==> config.mk <==
export PLATFORM = sky130hd
export DESIGN_NAME = cfgchain_shifter
export DESIGN_NICKNAME = d
export VERILOG_FILES = /design/src/rtl/cfgchain_pkg.sv /design/src/rtl/cfgchain_clkdiv.sv /design/src/rtl/cfgchain_sdi_mux.sv /design/src/rtl/cfgchain_engine.sv /design/src/rtl/cfgchain_shifter.sv
export SDC_FILE = /design/constraint.sdc
export NUM_CORES = 1
export LEC_CHECK = 0
export ABC_AREA = 1
export BUFFER_PORTS_ARGS = -buffer_cell sky130_fd_sc_hd__buf_2
export CORE_ASPECT_RATIO = 0.7
export CORE_MARGIN = 3
export CORE_UTILIZATION = 44
export DETAILED_ROUTE_END_ITERATION = 10
export PLACE_DENSITY = 0.71
export SYNTH_ARGS = -nofsm -noshare
export SYNTH_HDL_FRONTEND = slang
export SYNTH_SLANG_ARGS = --single-unit
==> constraint.sdc <==
create_clock -name clk -period 6.9 [get_ports clk]
set_clock_uncertainty 0.05 [all_clocks]
set_input_delay 1.38 -clock clk [delete_from_list [all_inputs] [get_ports clk]]
set_output_delay 1.38 -clock clk [all_outputs]
set_load 0.05 [all_outputs]
==> src/rtl/cfgchain_pkg.sv <==
package cfgchain_pkg;
    localparam int HW     = 64;
    localparam int SR_W   = 32;
    localparam int CNT_W  = $clog2(SR_W);
    localparam int NCH    = 4;
    localparam int NLANE  = 4;
    localparam int DIV_W  = 4;
    localparam int HALF_W = (1 << DIV_W) + 1;
    localparam int DPAD_W = HW - SR_W - CNT_W - 2 - NCH;
    localparam int CPAD_W = HW - 8 - NLANE;

    typedef struct packed {
        logic [DPAD_W-1:0] pad;
        logic [NCH-1:0]    sel;
        logic              upd;
        logic              shift;
        logic [CNT_W-1:0]  cnt;
        logic [SR_W-1:0]   sr;
    } dreg_t;

    typedef struct packed {
        logic [CPAD_W-1:0]  pad_hi;
        logic [NLANE-1:0]   bypass;
        logic [7-DIV_W:0]   pad_lo;
        logic [DIV_W-1:0]   div_exp;
    } creg_t;

    typedef enum logic [1:0] {ST_IDLE, ST_LOW, ST_HIGH, ST_UPD} eng_state_t;

    function automatic logic [HALF_W-1:0] half_len(input logic [DIV_W-1:0] e);
        return HALF_W'(1) << (32'(e) + 1);
    endfunction
endpackage

==> src/rtl/cfgchain_clkdiv.sv <==
module cfgchain_clkdiv
    import cfgchain_pkg::*;
(
    input  logic             clk,
    input  logic             rst,
    input  logic             run,
    input  logic [DIV_W-1:0] div_exp,
    output logic             tick
);
    logic [HALF_W-1:0] cnt_q;
    logic [HALF_W-1:0] half;

    assign half = half_len(div_exp);
    assign tick = run && (cnt_q == half - HALF_W'(1));

    always_ff @(posedge clk) begin
        if (rst || !run) begin
            cnt_q <= '0;
        end else if (tick) begin
            cnt_q <= '0;
        end else begin
            cnt_q <= cnt_q + HALF_W'(1);
        end
    end
endmodule

==> src/rtl/cfgchain_sdi_mux.sv <==
module cfgchain_sdi_mux #(
    parameter int N = 4
) (
    input  logic [N-1:0] sdi,
    input  logic [N-1:0] sel,
    output logic         bit_o
);
    logic [N-1:0] gated;

    for (genvar i = 0; i < N; i++) begin : g_gate
        assign gated[i] = sdi[i] & sel[i];
    end

    assign bit_o = |gated;
endmodule

==> src/rtl/cfgchain_engine.sv <==
module cfgchain_engine
    import cfgchain_pkg::*;
(
    input  logic  clk,
    input  logic  rst,
    input  logic  load,
    input  dreg_t wdata,
    input  logic  tick,
    input  logic  sdi_bit,
    output dreg_t dreg,
    output logic  run,
    output logic  sclk,
    output logic  sdo,
    output logic  upd_act
);
    eng_state_t       state_q;
    logic [SR_W-1:0]  sr_q;
    logic [CNT_W-1:0] cnt_q;
    logic [CNT_W-1:0] bitn_q;
    logic [NCH-1:0]   sel_q;
    logic             shift_q;
    logic             upd_q;
    logic             phase_q;
    logic             sclk_q;
    logic             sdo_q;

    always_ff @(posedge clk) begin
        if (rst) begin
            state_q <= ST_IDLE;
            sr_q    <= '0;
            cnt_q   <= '0;
            bitn_q  <= '0;
            sel_q   <= '0;
            shift_q <= 1'b0;
            upd_q   <= 1'b0;
            phase_q <= 1'b0;
            sclk_q  <= 1'b0;
            sdo_q   <= 1'b0;
        end else begin
            case (state_q)
                ST_IDLE: begin
                    if (load) begin
                        sr_q    <= wdata.sr;
                        cnt_q   <= wdata.cnt;
                        sel_q   <= wdata.sel;
                        bitn_q  <= '0;
                        phase_q <= 1'b0;
                        if (wdata.shift) begin
                            shift_q <= 1'b1;
                            sdo_q   <= wdata.sr[0];
                            state_q <= ST_LOW;
                        end else if (wdata.upd) begin
                            upd_q   <= 1'b1;
                            state_q <= ST_UPD;
                        end
                    end
                end
                ST_LOW: begin
                    if (tick) begin
                        sclk_q  <= 1'b1;
                        sr_q    <= {sdi_bit, sr_q[SR_W-1:1]};
                        state_q <= ST_HIGH;
                    end
                end
                ST_HIGH: begin
                    if (tick) begin
                        sclk_q <= 1'b0;
                        if (bitn_q == cnt_q) begin
                            shift_q <= 1'b0;
                            state_q <= ST_IDLE;
                        end else begin
                            bitn_q  <= bitn_q + CNT_W'(1);
                            sdo_q   <= sr_q[0];
                            state_q <= ST_LOW;
                        end
                    end
                end
                ST_UPD: begin
                    if (tick) begin
                        if (phase_q) begin
                            upd_q   <= 1'b0;
                            state_q <= ST_IDLE;
                        end else begin
                            phase_q <= 1'b1;
                        end
                    end
                end
                default: state_q <= ST_IDLE;
            endcase
        end
    end

    always_comb begin
        dreg       = '0;
        dreg.sel   = sel_q;
        dreg.upd   = upd_q;
        dreg.shift = shift_q;
        dreg.cnt   = cnt_q;
        dreg.sr    = sr_q;
    end

    assign run     = (state_q != ST_IDLE);
    assign sclk    = sclk_q;
    assign sdo     = sdo_q;
    assign upd_act = (state_q == ST_UPD);
endmodule

==> src/rtl/cfgchain_shifter.sv <==
module cfgchain_shifter
    import cfgchain_pkg::*;
(
    input  logic             clk,
    input  logic             rst,
    input  logic             host_wr,
    input  logic             host_addr,
    input  logic [HW-1:0]    host_wdata,
    output logic [HW-1:0]    host_rdata,
    output logic             ch_sclk,
    output logic             ch_sdo,
    input  logic [NCH-1:0]   ch_sdi,
    output logic [NCH-1:0]   ch_upd,
    output logic [NCH-1:0]   ch_sel,
    output logic [NLANE-1:0] cfg_bypass
);
    creg_t ctrl_q;
    creg_t ctrl_w;
    dreg_t dreg;
    logic  busy_w;
    logic  run;
    logic  tick;
    logic  sdi_bit;
    logic  upd_act;
    logic  load_data;

    assign ctrl_w    = creg_t'(host_wdata);
    assign busy_w    = dreg.shift | dreg.upd;
    assign load_data = host_wr && host_addr && !busy_w;

    always_ff @(posedge clk) begin
        if (rst) begin
            ctrl_q <= '0;
        end else if (host_wr && !host_addr && !busy_w) begin
            ctrl_q.div_exp <= ctrl_w.div_exp;
            ctrl_q.bypass  <= ctrl_w.bypass;
        end
    end

    cfgchain_clkdiv u_div (
        .clk     (clk),
        .rst     (rst),
        .run     (run),
        .div_exp (ctrl_q.div_exp),
        .tick    (tick)
    );

    cfgchain_sdi_mux #(.N(NCH)) u_mux (
        .sdi   (ch_sdi),
        .sel   (dreg.sel),
        .bit_o (sdi_bit)
    );

    cfgchain_engine u_eng (
        .clk     (clk),
        .rst     (rst),
        .load    (load_data),
        .wdata   (dreg_t'(host_wdata)),
        .tick    (tick),
        .sdi_bit (sdi_bit),
        .dreg    (dreg),
        .run     (run),
        .sclk    (ch_sclk),
        .sdo     (ch_sdo),
        .upd_act (upd_act)
    );

    assign ch_sel     = dreg.sel;
    assign ch_upd     = dreg.sel & {NCH{upd_act}};
    assign cfg_bypass = ctrl_q.bypass;
    assign host_rdata = host_addr ? HW'(dreg) : HW'(ctrl_q);
endmodule

==> flow_summary_export.csv <==
group,metric,value,unit
logic_synthesis,synth-seq-cells,78,
power_and_ir_drop,p_leak,2.72,nW
clock_tree,cts-hold-fix-buffers,0,
grt,grt_max_degree,54,
final_layout,multiInputGateArea,2430,µm²
final_layout,syn_to_final_growth,15.0,%
grt,antenna_found_initial,0,
grt,grt_usage,0.200,
timing,rsz0062_at_grt,"false",
detailed_routing,viasPerCell,4.96,
logic_synthesis,yosys-top-cells-area,"dfxtp_1 (34%), nand2_1 (16%), inv_1 (7.3%)",
logic_synthesis,synthesis.area,4650,µm²
timing,max_freq,0.243,GHz
logic_synthesis,ys_types,33,
detailed_routing,vias,4690,
setup_path,cp_top_family,"buffers and inverters",
placement,port_buffers,107,
timing,period_needed,4.11,ns
clock_tree,clockBufferDepth,2,
die,die_area,11900,µm²
detailed_routing,drt_iter0_drc,332,
worst_hold_path,min_from,"u_div.cnt_q[0]$_SDFF_PP0_",
logic_synthesis,syn_area_per_cell,6.34,µm²
die,pin_count,150,
clock_tree,post_cts_resized,0,
clock_tree,cts-htree-levels,3,
die,start_util,0.466,
detailed_routing,drt_pass1_iterations,5,
timing,setup_violations,0,
timing,slew_headroom,0.279,
setup_path,cp_max_fo,53,
clock_tree,root_buffer,"clkbuf_16",
clock_tree,cts_tree,"built",
clock_tree,numCtsBuffers,9,
worst_hold_path,hold_end,"u_div.cnt_q[0]$_SDFF_PP0_",
placement,post-dp-hpwl,8590,µm
final_layout,fillers,1004,
clock_tree,clock_latency,0.34,ns
final_layout,antennaDiodeCount,0,
clock_tree,clk_pin_slew,0.05,ns
timing,worst_pin_slew,1.07,ns
logic_synthesis,synth-seq-area-share,0.336,
timing,fin_hold_ws,0.415,ns
final_layout,drive_gt1_frac,0.179,
timing,worst_slack,2.79,ns
setup_path,cpMostUsedCell,"buf_2",
detailed_routing,drt-total-wl,11700,µm
placement,routabilityCongestion,0.904,
timing,timing.final.crit_share,0.596,
clock_tree,post_cts_buffers,0,
final_layout,final_nets,889,
placement,placed_area,5070,µm²
logic_synthesis,synth.top_cell.area_share,0.336,
power_and_ir_drop,ir_worst_vdd,0.000194,V
final_layout,final_area,5350,µm²
detailed_routing,wl_per_cell,12.4,µm
grt,grt_pass1_wl,19500,µm
placement,dp_cells,931,
die,die_h,92.0,µm
setup_path,r2r_cells,17,
setup_path,critPathLaunchType,"input port",
worst_hold_path,hold_class,"reg2reg",
final_layout,final_core_util,0.536,
grt,grt_pass1_vias,4224,
final_layout,register_area,1560,µm²
power_and_ir_drop,p_per_area,408,nW/µm²
setup_path,max_stage_delay,0.67,ns
worst_hold_path,hold_depth,1,
logic_synthesis,yosys_warnings,0,
status,outcome,"finished, final reports clean",
logic_synthesis,synthCells,733,
setup_path,cp_slowest_cell,"buf_2",
setup_path,ff2ff_setup_slack,3.20,ns
setup_path,r2r-start,"ctrl_q[3]$_SDFFE_PP0P_",
placement,pre_cts_slack,2.47,ns
run,max-cap-violations,0,
setup_path,cp.required,5.47,ns
die,die_w,129,µm
setup_path,cp-end-kind,"output pin",
clock_tree,clkSinkCount,78,
detailed_routing,ant_nets,0,
die,rows,30,
setup_path,path_cells,"buf_2 > o21ai_0 > buf_2",
setup_path,criticalPathCategory,"in2out",
logic_synthesis,synth_area_leader_cell,"dfxtp_1",
power_and_ir_drop,power.total,2.18,mW
grt,grt_overflow,0,
timing,setup_tns,0,ns
timing,slew_violations,0,
setup_path,cp_num_buf_inv,2,
setup_path,reg2reg_to,"u_eng.sr_q[5]$_SDFFE_PP0P_",
final_layout,stdcell_count,945,
die,core-area,9980,µm²
detailed_routing,drc,0,
setup_path,arrival,2.68,ns
timing,finalHoldViolations,0,
[placed cells by master, fill, tap and decap left out, types with 2 or more instances in the layout]
| cell type | n |
|---|---|
| clkbuf_8 | 3 |
| conb_1 | 22 |
| dfxtp_1 | 78 |
| nor2_4 | 3 |
| a31oi_1 | 24 |
| xor2_1 | 10 |
| nand2_2 | 5 |
| clkbuf_16 | 9 |
| nand3_1 | 32 |
| inv_1 | 91 |
| nor3_1 | 7 |
| xnor2_1 | 4 |
| o21ai_0 | 55 |
| nand2_1 | 198 |
| nand3_2 | 3 |
| o21ai_1 | 14 |
| nor2_1 | 71 |
| a21oi_1 | 40 |
| buf_2 | 107 |
| nor2_2 | 5 |
| nor3b_1 | 6 |
| inv_2 | 6 |
| ha_1 | 3 |
| buf_4 | 2 |
| nand4_1 | 9 |
[sequential cells by signal (all words and copies together) (netlist names)]
register	cells
u_eng.phase_q	1
u_eng.sel_q	4
cfg_bypass	4
ctrl_q	4
u_eng.sr_q	32
u_eng.bitn_q	5
u_div.cnt_q	17
u_eng.state_q	2
u_eng.upd_q	1
u_eng.shift_q	1
u_eng.cnt_q	5
u_eng.sclk	1
u_eng.sdo	1
[power by group]
part           total (mW)  internal [mW]  switching [mW]
logic                1.02          0.250           0.774
registers           0.711          0.598           0.113
clock network       0.447          0.269           0.178
[per-layer routing]
| metal | GRT usage | part of all wire |
|---|---|---|
| met3 | 0.0547 | 0.080 |
| met5 | 0 | 0 |
| met2 | 0.305 | 0.42 |
| met4 | 0.0586 | 0.012 |
| met1 | 0.276 | 0.49 |
[Yosys cell counts (all sizes together)]
| cell type | n |
|---|---|
| a211oi | 1 |
| a21oi | 41 |
| a31oi | 24 |
| buf | 39 |
| clkbuf | 20 |
| clkinv | 1 |
| conb | 2 |
| dfxtp | 78 |
| ha | 3 |
| inv | 97 |
| nand2 | 203 |
| nand3 | 36 |
| nand3b | 1 |
| nand4 | 9 |
| nor2 | 79 |
| nor3 | 7 |
| nor3b | 6 |
| nor4 | 1 |
| o211ai | 1 |
| o21ai | 69 |
| o31ai | 1 |
| xnor2 | 4 |
| xor2 | 10 |
[worst reg2reg max path: cells and delay by family, from the launching register on]
kind                     cells  cell delay, ns
flip-flops                   1            0.54
adder cells (fa/ha/maj)      1            0.24
AO/OA/AOI/OAI                2            0.33
buffers and inverters        3            0.61
AND/OR/NAND/NOR             11            1.83
[worst max-delay path by stage]
stage                   start                          to  slack [ns]  depth (start not counted)
floorplan           host_addr               host_rdata[0]        2.63                          3
global placement    host_addr  u_eng.sr_q[3]$_SDFFE_PP0P_        2.52                          8
detailed placement  host_addr  u_eng.sr_q[5]$_SDFFE_PP0P_        2.47                          8
global route        host_addr  u_eng.sr_q[4]$_SDFFE_PP0P_        2.41                          8
CTS                 host_addr               host_rdata[1]        2.80                          4
finish              host_addr               host_rdata[1]        2.79                          3
[cell families after synthesis]
group / after synthesis / synth area share
AO/OA/AOI/OAI: 137 / 0.156
AND/OR/NAND/NOR: 342 / 0.314
XOR/XNOR: 14 / 0.0264
buffers and inverters: 157 / 0.157
adder cells (fa/ha/maj): 3 / 0.00807
other: 2 / 0.00162
flip-flops: 78 / 0.336
[area by class of cell]
cell class / count / area share
multi-input cells: 518 / 0.455
flip-flops and latches: 78 / 0.292
repair buffers: 109 / 0.103
inverters: 98 / 0.0688
clock buffers: 13 / 0.0505
well taps: 128 / 0.0299
clock inverters: 1 / 0.000936
(Power assumes the default switching activity.)
